`config.mk`:
```
export PLATFORM = sky130hd
export DESIGN_NAME = phase_step_divider
export DESIGN_NICKNAME = d
export VERILOG_FILES = /design/src/rtl/psd_pkg.sv /design/src/rtl/psd_prescaler.sv /design/src/rtl/psd_modulus_ctrl.sv /design/src/rtl/psd_square_reg.sv /design/src/rtl/psd_ref_divider.sv /design/src/rtl/phase_step_divider.sv
export SDC_FILE = /design/constraint.sdc
export NUM_CORES = 1
export LEC_CHECK = 0
export CAP_MARGIN = 10
export CORE_AREA = 3 3 48 50
export CTS_CLUSTER_DIAMETER = 40
export DETAILED_ROUTE_END_ITERATION = 7
export DIE_AREA = 0 0 51 53
export DONT_BUFFER_PORTS = 1
export PLACE_DENSITY = 0.68
export REMOVE_ABC_BUFFERS = 1
export SYNTH_ARGS = -nofsm -noshare
export SYNTH_HDL_FRONTEND = slang
export SYNTH_HIERARCHICAL = 1
export SYNTH_SLANG_ARGS = --single-unit
```
`constraint.sdc`:
```
create_clock -name clk -period 1.8 [get_ports clk]
set_input_delay 0.18 -clock clk [delete_from_list [all_inputs] [get_ports clk]]
set_output_delay 0.18 -clock clk [all_outputs]
set_load 0.02 [all_outputs]
```
`src/rtl/psd_pkg.sv`:
```
package psd_pkg;

  typedef enum logic {
    MOD_LO = 1'b0,
    MOD_HI = 1'b1
  } pre_mod_e;

  function automatic int unsigned half_len(input int unsigned n);
    return n / 2;
  endfunction

endpackage

```
`src/rtl/psd_prescaler.sv`:
```
module psd_prescaler
  import psd_pkg::*;
#(
  parameter int unsigned PRE_LO = 10
) (
  input  logic     clk,
  input  logic     rst,
  input  pre_mod_e mod_sel,
  output logic     pre_end
);

  localparam int unsigned CW = $clog2(PRE_LO + 1);

  logic [CW-1:0] cnt;
  logic [CW-1:0] last_cnt;

  always_comb begin
    last_cnt = (mod_sel == MOD_HI) ? CW'(PRE_LO) : CW'(PRE_LO - 1);
    pre_end  = (cnt == last_cnt);
  end

  always_ff @(posedge clk) begin
    if (rst) begin
      cnt <= '0;
    end else if (pre_end) begin
      cnt <= '0;
    end else begin
      cnt <= cnt + 1'b1;
    end
  end

  // the modulus must not move in the middle of a prescaler cycle
  a_r3_mod_steady: assert property (@(posedge clk) disable iff (rst)
    !$past(pre_end) |-> $stable(mod_sel));

  // the count never passes the high modulus
  a_r2_cnt_bound: assert property (@(posedge clk) disable iff (rst)
    cnt <= CW'(PRE_LO));

endmodule

```
`src/rtl/psd_modulus_ctrl.sv`:
```
module psd_modulus_ctrl
  import psd_pkg::*;
#(
  parameter int unsigned PROG_CNT     = 10,
  parameter int unsigned SWAL_PER_REQ = 1,
  localparam int unsigned PW = $clog2(PROG_CNT),
  localparam int unsigned SW = $clog2(SWAL_PER_REQ + 1)
) (
  input  logic          clk,
  input  logic          rst,
  input  logic          pre_end,
  input  logic          swallow_req,
  output pre_mod_e      mod_sel,
  output logic          cycle_end,
  output logic [PW-1:0] prog_nxt
);

  logic [PW-1:0] prog;
  logic [SW-1:0] swal;

  always_comb begin
    cycle_end = pre_end && (prog == PW'(PROG_CNT - 1));
    if (cycle_end) begin
      prog_nxt = '0;
    end else if (pre_end) begin
      prog_nxt = prog + 1'b1;
    end else begin
      prog_nxt = prog;
    end
    mod_sel = (swal != '0) ? MOD_HI : MOD_LO;
  end

  always_ff @(posedge clk) begin
    if (rst) begin
      prog <= '0;
      swal <= '0;
    end else begin
      prog <= prog_nxt;
      if (cycle_end) begin
        swal <= swallow_req ? SW'(SWAL_PER_REQ) : '0;
      end else if (pre_end && (swal != '0)) begin
        swal <= swal - 1'b1;
      end
    end
  end

  // a request seen at the end of a cycle selects the high modulus next
  a_r3_load_on_req: assert property (@(posedge clk) disable iff (rst)
    (cycle_end && swallow_req) |=> (mod_sel == MOD_HI));

  // without a request the next cycle starts on the low modulus
  a_r2_plain_cycle: assert property (@(posedge clk) disable iff (rst)
    (cycle_end && !swallow_req) |=> (mod_sel == MOD_LO));

  // the high modulus only occurs in the leading prescaler cycles
  a_r3_hi_early: assert property (@(posedge clk) disable iff (rst)
    (mod_sel == MOD_HI) |-> (prog < PW'(SWAL_PER_REQ)));

  // away from the cycle end the swallow count can only drain
  a_r6_no_midcycle_load: assert property (@(posedge clk) disable iff (rst)
    !cycle_end |=> (swal <= $past(swal)));

endmodule

```
`src/rtl/psd_square_reg.sv`:
```
module psd_square_reg #(
  parameter int unsigned W        = 4,
  parameter int unsigned HIGH_LEN = 5
) (
  input  logic         clk,
  input  logic         rst,
  input  logic [W-1:0] cnt_nxt,
  output logic         sq
);

  always_ff @(posedge clk) begin
    if (rst) begin
      sq <= 1'b1;
    end else begin
      sq <= (cnt_nxt < W'(HIGH_LEN));
    end
  end

endmodule

```
`src/rtl/psd_ref_divider.sv`:
```
module psd_ref_divider
  import psd_pkg::*;
#(
  parameter int unsigned DIV = 100,
  localparam int unsigned RW = $clog2(DIV)
) (
  input  logic clk,
  input  logic rst,
  output logic ref_out
);

  logic [RW-1:0] rcnt;
  logic [RW-1:0] rcnt_nxt;

  always_comb begin
    rcnt_nxt = (rcnt == RW'(DIV - 1)) ? '0 : rcnt + 1'b1;
  end

  always_ff @(posedge clk) begin
    if (rst) begin
      rcnt <= '0;
    end else begin
      rcnt <= rcnt_nxt;
    end
  end

  psd_square_reg #(
    .W        (RW),
    .HIGH_LEN (half_len(DIV))
  ) i_ref_sq (
    .clk     (clk),
    .rst     (rst),
    .cnt_nxt (rcnt_nxt),
    .sq      (ref_out)
  );

  // reference edges sit at fixed count positions
  a_r7_ref_rise: assert property (@(posedge clk) disable iff (rst)
    $rose(ref_out) |-> (rcnt == '0));

  a_r7_ref_fall: assert property (@(posedge clk) disable iff (rst)
    $fell(ref_out) |-> (rcnt == RW'(half_len(DIV))));

endmodule

```
`src/rtl/phase_step_divider.sv`:
```
module phase_step_divider
  import psd_pkg::*;
#(
  parameter int unsigned PRE_LO       = 10,
  parameter int unsigned PROG_CNT     = 10,
  parameter int unsigned SWAL_PER_REQ = 1
) (
  input  logic clk,
  input  logic rst,
  input  logic swallow_req,
  output logic div_out,
  output logic ref_out
);

  localparam int unsigned NOM_DIV = PRE_LO * PROG_CNT;
  localparam int unsigned PW      = $clog2(PROG_CNT);

  pre_mod_e      mod_sel;
  logic          pre_end;
  logic          cycle_end;
  logic [PW-1:0] prog_nxt;

  psd_prescaler #(
    .PRE_LO (PRE_LO)
  ) i_pre (
    .clk     (clk),
    .rst     (rst),
    .mod_sel (mod_sel),
    .pre_end (pre_end)
  );

  psd_modulus_ctrl #(
    .PROG_CNT     (PROG_CNT),
    .SWAL_PER_REQ (SWAL_PER_REQ)
  ) i_ctrl (
    .clk         (clk),
    .rst         (rst),
    .pre_end     (pre_end),
    .swallow_req (swallow_req),
    .mod_sel     (mod_sel),
    .cycle_end   (cycle_end),
    .prog_nxt    (prog_nxt)
  );

  psd_square_reg #(
    .W        (PW),
    .HIGH_LEN (half_len(PROG_CNT))
  ) i_div_sq (
    .clk     (clk),
    .rst     (rst),
    .cnt_nxt (prog_nxt),
    .sq      (div_out)
  );

  psd_ref_divider #(
    .DIV (NOM_DIV)
  ) i_ref (
    .clk     (clk),
    .rst     (rst),
    .ref_out (ref_out)
  );

  // reset drives both outputs high on the following clock
  a_r8_reset_state: assert property (@(posedge clk)
    rst |=> (div_out && ref_out));

  // every output cycle begins with a high output
  a_r1_rise_at_start: assert property (@(posedge clk) disable iff (rst)
    cycle_end |=> div_out);

endmodule

```
==> reports/metrics.csv <==
metric,value,unit
final hold vios,0,
Vias,710,
GRT overflow,0,
Period minus WS final,1.84,ns
Final GP Congestion,0.787,
status,"finished, violations left",
# IOs,5,
syn avg cell area,9.54,um^2
FILL cells,198,
GRT Total Usage,0.144,
Die W,51,um
Max Slew Vio Count,0,
largest net degree at the start of global routing,16,
slew margin rel.,0.645,
worst vdd ir,0.364,mV
Placed Cells incl. Taps,126,
port buffer count,0,
clock sink count,18,
H-tree levels,1,
clock root buffer,clkbuf_4,
die area,2700,um^2
final setup vio count,1,
post-route setup slack,-0.0420,ns
clock-pin transition on the worst setup and hold timing paths,0.10,ns
Detailed Route WL,1.62,mm
clock tree from TritonCTS,built,
height of the die,53,um
Worst-Margin Slew,0.530,ns
vias in the first global route,732,
Iter 0 DRT Violations,4,
fin crit share,1.02,
Core Rows,16,
data arrival time of the worst path,2.03,ns
WP data required,1.99,ns
violated checks,setup timing,
Gate Count Post-Synth,96,
synthesized area,916,um^2
Layout Cells excl Fill,131,
first-pass GRT wire length,2.89,mm
initial antenna violation count,0,
crit-path max cell delay,0.41,ns
element type at the critical path start,flop,
core area,1940,um^2
P&R area growth vs syn,13.1,%
Final #Nets,112,
RSZ-0062 raised after global routing,true,
Max Root-Sink Buffers,2,
worst-skew pair later-pin latency,0.29,ns
DRC Markers,0,
YS warnings,6,
DP HPWL,1.16,mm
Crit. End Element,flop,
R2R setup slack,-0.04,ns
Pleak,0.000364,uW
CP Cell Sequence,"or3b_4, a21oi_4, nor2b_4, mux2_4, a22o_1, nor2_1, or3_1",
DRT antenna net count,0,
Initial Util,0.472,
wire length per cell,12.4,um
post-layout util,0.534,
Slowest cell on crit path,or3b_4,
Layout Skew,0.00186,ns
layout cell share with drive strength beyond 1,0.202,
number of inserted diodes,0,
Worst Path Max Fanout,2,
cts bufs inserted,3,
fmax,0.543,GHz
max-cap viol count,0,
total iterations of the first detailed-routing run,4,
via density per instance,5.42,
crit path kind,flop to flop,
Hold WC Path Type,input port to flop,
Final TNS setup,-0.0420,ns
PwrDens,696,nW/um^2
## worst max-delay path: cells and delay by family, from the launching register on
kind               cells  cell delay, ns
AOI/OAI and AO/OA      2            0.32
DFF                    1            0.33
muxes                  1            0.15
and+or+nand+nor        4            0.94
## power breakdown
group / leakage, uW / switching [uW] / internal, uW
clock: 0.0000210 / 125 / 123
combinational: 0.000196 / 24.4 / 26.2
sequential: 0.000147 / 11.0 / 410
## layout make-up
class / count / area (um^2) / area share
Clock buffer: 4 / 36.3 / 0.0350
Timing Repair Buffer: 5 / 43.8 / 0.0423
Sequential cell: 18 / 364 / 0.351
Inverter: 2 / 7.51 / 0.00725
Multi-Input combinational cell: 75 / 551 / 0.531
Tap cell: 27 / 33.8 / 0.0326
## metrics by stage
step | hold slack [ns] | power, uW | setup WS, ns | instance area, um^2
2_1_floorplan | 0.249 | 457 | -0.256 | 905
3_3_place_gp | 0.251 | 469 | -0.00469 | 968
3_5_place_dp | 0.257 | 471 | -0.0695 | 968
4_1_cts | 0.0388 | 730 | -0.0249 | 1020
5_1_grt | 0.0533 | 750 | -0.135 | 1040
6_report | 0.0399 | 721 | -0.0420 | 1040
## registers in the layout, summed over array words and instances, names as in the netlist
signal and count:
i_ctrl/prog 4, i_pre/cnt 4, i_ref/rcnt 7, i_div_sq/sq 1, i_ctrl/swal 1, i_ref/i_ref_sq/sq 1
## cells in the final DEF, fill, tap and decap left out, types with 2 or more instances in the layout
| master | instances |
|---|---|
| dfxtp_1 | 15 |
| nand2b_1 | 7 |
| nor3_1 | 7 |
| a21oi_1 | 6 |
| nand3_1 | 5 |
| nand2_1 | 4 |
| nor2b_1 | 4 |
| ha_1 | 4 |
| clkbuf_4 | 3 |
| nand3b_1 | 3 |
| o21ai_0 | 3 |
| dfxtp_2 | 3 |
| xnor2_1 | 3 |
| buf_4 | 3 |
| inv_1 | 2 |
| and2_1 | 2 |
| nor2_1 | 2 |
## final timing paths
check                           cells past startpoint            end           from
worst max-delay path                                7    i_div_sq/sq   i_pre/cnt[1]
worst min-delay path                                2    i_ctrl/swal    swallow_req
worst max register to register                      7    i_div_sq/sq   i_pre/cnt[1]
worst min register to register                      1  i_ref/rcnt[0]  i_ref/rcnt[0]
## timing repair
action | CTS | global route
pin swaps | 3 | 4
setup buffers | 0 | 0
hold buffers | 1 | 0
setup endpoints to repair | 1 | 1
endpoints found under the hold margin | 15 | 0
gates resized for setup | 3 | 4
## metal layers
| metal | GRT usage | routed length [um] | up-vias |
|---|---|---|---|
| met5 | 0 | 0 | - |
| li1 | - | - | 365 |
| met3 | 0.0451 | 65 | 4 |
| met4 | 0.0807 | 34 | 0 |
| met1 | 0.153 | 758 | 329 |
| met2 | 0.251 | 762 | 12 |
(Power assumes the default switching activity.)
